## config.mk

```make
export PLATFORM = sky130hd
export DESIGN_NAME = vote_slicer
export DESIGN_NICKNAME = d
export VERILOG_FILES = /design/src/rtl/vote_slicer_pkg.sv /design/src/rtl/sign_slicer.sv /design/src/rtl/sample_history.sv /design/src/rtl/majority_vote.sv /design/src/rtl/nrzi_stage.sv /design/src/rtl/vote_slicer.sv
export SDC_FILE = /design/constraint.sdc
export NUM_CORES = 1
export LEC_CHECK = 0
export BUFFER_PORTS_ARGS = -buffer_cell sky130_fd_sc_hd__buf_4
export CAP_MARGIN = 40
export CELL_PAD_IN_SITES_DETAIL_PLACEMENT = 1
export CELL_PAD_IN_SITES_GLOBAL_PLACEMENT = 2
export CORE_AREA = 2 2 61 63
export DETAILED_ROUTE_END_ITERATION = 12
export DIE_AREA = 0 0 63 65
export PLACE_DENSITY = 0.85
export SYNTH_ARGS = -nofsm -noshare
export SYNTH_HDL_FRONTEND = slang
export SYNTH_HIERARCHICAL = 1
export SYNTH_SLANG_ARGS = --single-unit
```

## constraint.sdc

```tcl
create_clock -name clk -period 3.91 [get_ports clk]
set_input_delay 0 -clock clk [delete_from_list [all_inputs] [get_ports clk]]
set_output_delay 0 -clock clk [all_outputs]
set_load 0.02 [all_outputs]
```

## src/rtl/vote_slicer_pkg.sv

```systemverilog
package vote_slicer_pkg;
  localparam int unsigned DEF_SAMPLE_W = 8;
  localparam int unsigned DEF_HIST_W   = 8;
  localparam int unsigned DEF_VOTE_N   = 3;

  typedef struct packed {
    logic line_bit;
    logic dec_bit;
  } decision_t;
endpackage

```

## src/rtl/sign_slicer.sv

```systemverilog
module sign_slicer #(
  parameter int unsigned SAMPLE_W = 8
) (
  input  logic [SAMPLE_W-1:0] sample,
  output logic                raw
);
  localparam int unsigned MSB = SAMPLE_W - 1;
  // strictly positive: sign clear and magnitude nonzero
  always_comb raw = ~sample[MSB] & (|sample[MSB-1:0]);
endmodule

```

## src/rtl/sample_history.sv

```systemverilog
module sample_history #(
  parameter int unsigned HIST_W = 8,
  parameter int unsigned VOTE_N = 3
) (
  input  logic              clk,
  input  logic              rst_n,
  input  logic              shift_en,
  input  logic              raw,
  output logic [VOTE_N-1:0] window,
  output logic [HIST_W-1:0] hist
);
  // window seen by the vote includes the sample entering this cycle
  always_comb window = {hist[VOTE_N-2:0], raw};

  always_ff @(posedge clk) begin
    if (!rst_n)        hist <= '0;
    else if (shift_en) hist <= {hist[HIST_W-2:0], raw};
  end
endmodule

```

## src/rtl/majority_vote.sv

```systemverilog
module majority_vote #(
  parameter int unsigned VOTE_N = 3
) (
  input  logic [VOTE_N-1:0] window,
  output logic              vote
);
  localparam int unsigned CNT_W  = $clog2(VOTE_N + 1);
  localparam int unsigned THRESH = VOTE_N / 2 + 1;

  logic [CNT_W-1:0] ones;
  always_comb begin
    ones = '0;
    for (int i = 0; i < VOTE_N; i++) ones = ones + CNT_W'(window[i]);
    vote = (ones >= CNT_W'(THRESH));
  end
endmodule

```

## src/rtl/nrzi_stage.sv

```systemverilog
module nrzi_stage #(
  parameter int unsigned HIST_W = 8
) (
  input  logic              clk,
  input  logic              rst_n,
  input  logic              decide,
  input  logic              vote,
  output logic [HIST_W-1:0] found,
  output logic [HIST_W-1:0] demod,
  output logic              strobe,
  output logic              bit_out
);
  import vote_slicer_pkg::*;

  decision_t nxt;
  always_comb begin
    nxt.line_bit = vote;
    nxt.dec_bit  = ~(vote ^ found[0]);
  end

  always_ff @(posedge clk) begin
    if (!rst_n) begin
      found   <= '0;
      demod   <= '0;
      strobe  <= 1'b0;
      bit_out <= 1'b0;
    end else begin
      strobe <= decide;
      if (decide) begin
        found   <= {found[HIST_W-2:0], nxt.line_bit};
        demod   <= {demod[HIST_W-2:0], nxt.dec_bit};
        bit_out <= nxt.dec_bit;
      end
    end
  end
endmodule

```

## src/rtl/vote_slicer.sv

```systemverilog
module vote_slicer #(
  parameter int unsigned SAMPLE_W = vote_slicer_pkg::DEF_SAMPLE_W,
  parameter int unsigned HIST_W   = vote_slicer_pkg::DEF_HIST_W,
  parameter int unsigned VOTE_N   = vote_slicer_pkg::DEF_VOTE_N
) (
  input  logic                clk,
  input  logic                rst_n,
  input  logic                in_valid,
  input  logic [SAMPLE_W-1:0] in_sample,
  input  logic                in_decide,
  output logic                out_valid,
  output logic                out_bit,
  output logic [HIST_W-1:0]   sample_bits,
  output logic [HIST_W-1:0]   found_bits,
  output logic [HIST_W-1:0]   demod_bits
);
  logic              raw;
  logic              vote;
  logic              decide;
  logic [VOTE_N-1:0] window;

  always_comb decide = in_valid & in_decide;

  sign_slicer #(.SAMPLE_W(SAMPLE_W)) u_slice (
    .sample(in_sample), .raw(raw));

  sample_history #(.HIST_W(HIST_W), .VOTE_N(VOTE_N)) u_hist (
    .clk(clk), .rst_n(rst_n), .shift_en(in_valid), .raw(raw),
    .window(window), .hist(sample_bits));

  majority_vote #(.VOTE_N(VOTE_N)) u_vote (
    .window(window), .vote(vote));

  nrzi_stage #(.HIST_W(HIST_W)) u_nrzi (
    .clk(clk), .rst_n(rst_n), .decide(decide), .vote(vote),
    .found(found_bits), .demod(demod_bits),
    .strobe(out_valid), .bit_out(out_bit));
endmodule

```

; ---- Word-level counts from Yosys, hierarchy flattened
; Index checks and enable logic that the tools add are counted.
; Widths: inputs -> output; s select.
[totals]
input_bits = 12
ff_bits = 26
out_inout_bits = 26
[op_classes]
reduce_logical = 1
magnitude_cmp = 1
addsub = 2
bitwise_logic = 5
[ops]
columns = cell, count
row1 = $reduce_or 7->1, 1
row2 = $add 1x1->2, 1
row3 = $add 2x1->2, 1
row4 = $and 1x1->1, 2
row5 = $ge 2x2->1 const B, 1
row6 = $not 1->1, 2
row7 = $xor 1x1->1, 1

; ---- Depth between registers and ports, before layout
[depth]
ltp_word = 7
mapped_depth = 7

; ---- Cells and area by module
; The synthesis kept the hierarchy.
[modules_own_cells]
columns = module, cells_per_inst, seq_area_each_um2, area_per_inst_um2, n_inst
row1 = nrzi_stage, 55, 340.3, 658.1, 1
row2 = sample_history, 28, 160.2, 324.1, 1
row3 = sign_slicer, 3, 0.0, 22.5, 1
row4 = majority_vote, 2, 0.0, 20.0, 1
row5 = vote_slicer, 1, 0.0, 6.3, 1

; ---- Least setup slack after synthesis
; No wires, ideal clock.
[synth_path]
path_type = reg2reg
startpoint = register u_hist.hist[1]
endpoint = register u_nrzi.demod[0]
synth_period_minus_slack_ns = 1.378
path_stages_with_launch = 6
t_arrival_ns = 1.261
required_ns = 3.793
slack_ns = 2.532
setup_ns = 0.117
path_cell_list = dfxtp_1 > buf_4 > ha_1 > a21o_1 > xnor2_1 > a22o_1
[synth_via]
elab_chain_len = 4
[synth_lines]
columns = item, line_no
row1 = "start, declared", sample_history.sv:10  ; output logic [HIST_W-1:0] hist
row2 = "start signal, assigned", sample_history.sv:17  ; else if (shift_en) hist <= {hist[HIST_W-2:0], raw};
row3 = $add 2x1->2, majority_vote.sv:13  ; for (int i = 0; i < VOTE_N; i++) ones = ones + CNT_W'(window[i]);
row4 = $ge 2x2->1, majority_vote.sv:14  ; vote = (ones >= CNT_W'(THRESH));
row5 = via vote, vote_slicer.sv:18  ; logic vote;
row6 = $xor 1x1->1, nrzi_stage.sv:18  ; nxt.dec_bit = ~(vote ^ found[0]);
row7 = $not 1->1, nrzi_stage.sv:18
row8 = "end signal, assigned", nrzi_stage.sv:31  ; demod <= {demod[HIST_W-2:0], nxt.dec_bit};
row9 = "end, declared", nrzi_stage.sv:9  ; output logic [HIST_W-1:0] demod,
; The timed path passes the listed nets, and every way through them passes these cells.
; A chain may end at the register's enable or synchronous reset.

; ---- Final worst setup path
; Same ends and word-level chain as after synthesis.

==> out/results.ini <==
[outcome]
status = finished clean

[clock_tree]
cts_root_buf = clkbuf_4
cts_resized = 0
clock_path_buffers = 2
clkSinkCount = 25
cts_buffers = 3
post-cts-setup-buffers = 0
cts-htree-levels = 1
cts_tree = done
clk_pin_slew_ps = 140
cts-hold-fix-buffers = 0
clkLatencyLatePin_ps = 320

[timing]
worst_slack_ps = 2715
setup_viol = 0
fmax_mhz = 836.9
min_period_over_period = 0.3056
tightestPinTransition_ps = 204.4
fin_skew_ps = 9.158
period_minus_slack_ps = 1195
slew_viol_final = 0
hold_viol = 0
rsz0062_at_grt = no
setup_tns_ps = 0
relSlewSlack = 0.8637

[die]
die_w_um = 63
fp.coreArea_mm2 = 0.003496
rows = 22
dieArea_mm2 = 0.004095
die_height_um = 65
start_util = 0.2949
io_pins = 38

[worst_setup_path]
critPathRequiredTime_ps = 4150
path_class = reg2reg
r2r_cells = 4
crit_slowest_cell = dfxtp_1
start_kind = flip-flop
end_kind = flip-flop
crit_chain = ha_1 -> a21o_1 -> xnor2_1 -> a22o_1
cp_slowest_stage_delay_ps = 400
arrival_ps = 1430
critical_path_peak_fanout = 4

[global_routing]
grt_pass1_wl_um = 3394
grt.busiest_layer = met2
grt_max_degree = 26
grtUsageMet3 = 0.01910
grt.overflow.total = 0
grt_usage = 0.1049
antenna_found_initial = 0
grt_pass1_vias = 778
use_met1 = 0.1185
grt_use_met2 = 0.1822

[placement]
hpwl_um = 1498
postPlaceCellArea_mm2 = 0.001292
port_buffers = 37
place_ws_ps = 2485
gp_congestion = 0.6169

[cells_and_area]
fill_cells = 410
drive_gt1_frac = 0.3577
area_growth_pct = 29.73
multiInputGateArea_um2 = 454.2
seqCellArea_um2 = 500.5
antenna_cells = 0
fin_nets = 137
design_area_mm2 = 0.001338

[power_and_ir_drop]
vdd_drop_max_mv = 0.1259
p_leak_nw = 0.5728
powerDensity_mw_per_mm2 = 316.4

[drt]
drt_iter0_markers = 6
ant_nets = 0
firstDrtPassIters = 3
post_drt_wl_per_cell_um = 11.47
vias = 732
drt-total-wl_um = 1961
drc_errors = 0
vias_per_cell = 4.281

[logic_synthesis]
ys_warn_count = 6
ys_types = 16
syn_avg_cell_area_um2 = 11.58
mappedNetlistNets = 102
syn-instance-count = 89
ys_seq_area_frac = 0.4854
synth-seq-cells = 25
syn-cell-area_mm2 = 0.001031

[worst_hold_path]
hold_path_class = in2reg
holdPathStages = 2

[flow_run]
drv_cap = 0

==> layer usage <==
metal	routed length (um)	share of wire
met1	829	0.42
met2	1015	0.52
met3	69	0.035
met4	47	0.024
met5	0	0
==> worst max-delay path: cells and delay by family, from the launching register on <==
| family | cells | cell delay [ps] |
|---|---|---|
| adders and majority gates | 1 | 250 |
| AOI/OAI and AO/OA | 2 | 350 |
| DFF | 1 | 400 |
| xor gates and xnor gates | 1 | 120 |
==> final cells by class <==
class / instances / area share
well taps: 48 / 0.04490
clock buffers: 3 / 0.01684
flip-flops and latches: 25 / 0.3742
clock inverters: 1 / 0.005613
multi-input cells: 56 / 0.3396
repair buffers: 38 / 0.2189
==> worst paths after layout <==
kind / startpoint / end / slack [ps]
worst min-delay path: rst_n / u_nrzi/found[0] / 30
worst max register to register: u_hist/hist[1] / u_nrzi/demod[0] / 2720
worst min register to register: u_hist/hist[7] / u_hist/hist[7] / 540
worst max-delay path: u_hist/hist[1] / u_nrzi/demod[0] / 2720
==> per-stage QoR <==
stage / total power, mW / hold WS, ps / utilization / cells
floorplan: 0.2984 / 128.2 / - / 89
global placement: 0.3100 / 354.0 / 0.3697 / 166
detailed placement: 0.3112 / 389.7 / 0.3697 / 166
CTS: 0.4299 / 18.70 / 0.3783 / 170
global route: 0.4450 / 12.64 / 0.3826 / 171
finish: 0.4232 / 31.05 / 0.3826 / 171
==> where the power goes <==
part / internal (mW) / switching (mW) / total, mW / leakage (nW)
Clock: 0.0391 / 0.0782 / 0.117 / 0.0139
Sequential: 0.258 / 0.00272 / 0.261 / 0.202
Combinational: 0.0250 / 0.0201 / 0.0452 / 0.357
Total: 0.322 / 0.101 / 0.423 / 0.573
==> kinds of logic after synthesis <==
group	count (synthesis)	synth area share
buffers and inverters	8	0.07403
adder cells (fa/ha/maj)	1	0.01213
multiplexers	23	0.2233
flip-flops	25	0.4854
XOR/XNOR	1	0.008497
AND/OR/NAND/NOR	28	0.1760
AO/OA/AOI/OAI	3	0.02063
==> Yosys cell counts <==
master | instances | area (um^2)
nor2b_1 | 24 | 150.1
dfxtp_1 | 25 | 500.5
clkbuf_1 | 1 | 3.750
and2_1 | 1 | 6.260
nor4_2 | 1 | 12.51
xnor2_1 | 1 | 8.760
buf_12 | 1 | 20.02
buf_6 | 2 | 22.52
a21oi_1 | 1 | 5.000
a22o_1 | 1 | 8.760
buf_4 | 4 | 30.03
mux2i_1 | 23 | 230.2
ha_1 | 1 | 12.51
nor3_1 | 1 | 5.000
and2_2 | 1 | 7.510
a21o_1 | 1 | 7.510
==> sequential cells by signal, indices dropped and copies added (netlist names) <==
register,flops
u_nrzi/demod,8
u_nrzi/strobe,1
u_hist/hist,8
u_nrzi/found,8
==> cell usage in the layout (no fill, tap or decap) <==
master / count
buf_4: 37
dfxtp_1: 25
nor2b_1: 24
mux2i_1: 23
clkbuf_4: 3
and2_1: 1
clkinvlp_4: 1
xnor2_1: 1
and2_2: 1
a22o_1: 1
buf_8: 1
nor4_2: 1
nor3_1: 1
a21oi_1: 1
a21o_1: 1
ha_1: 1
Power figures use the tool's default switching activity.
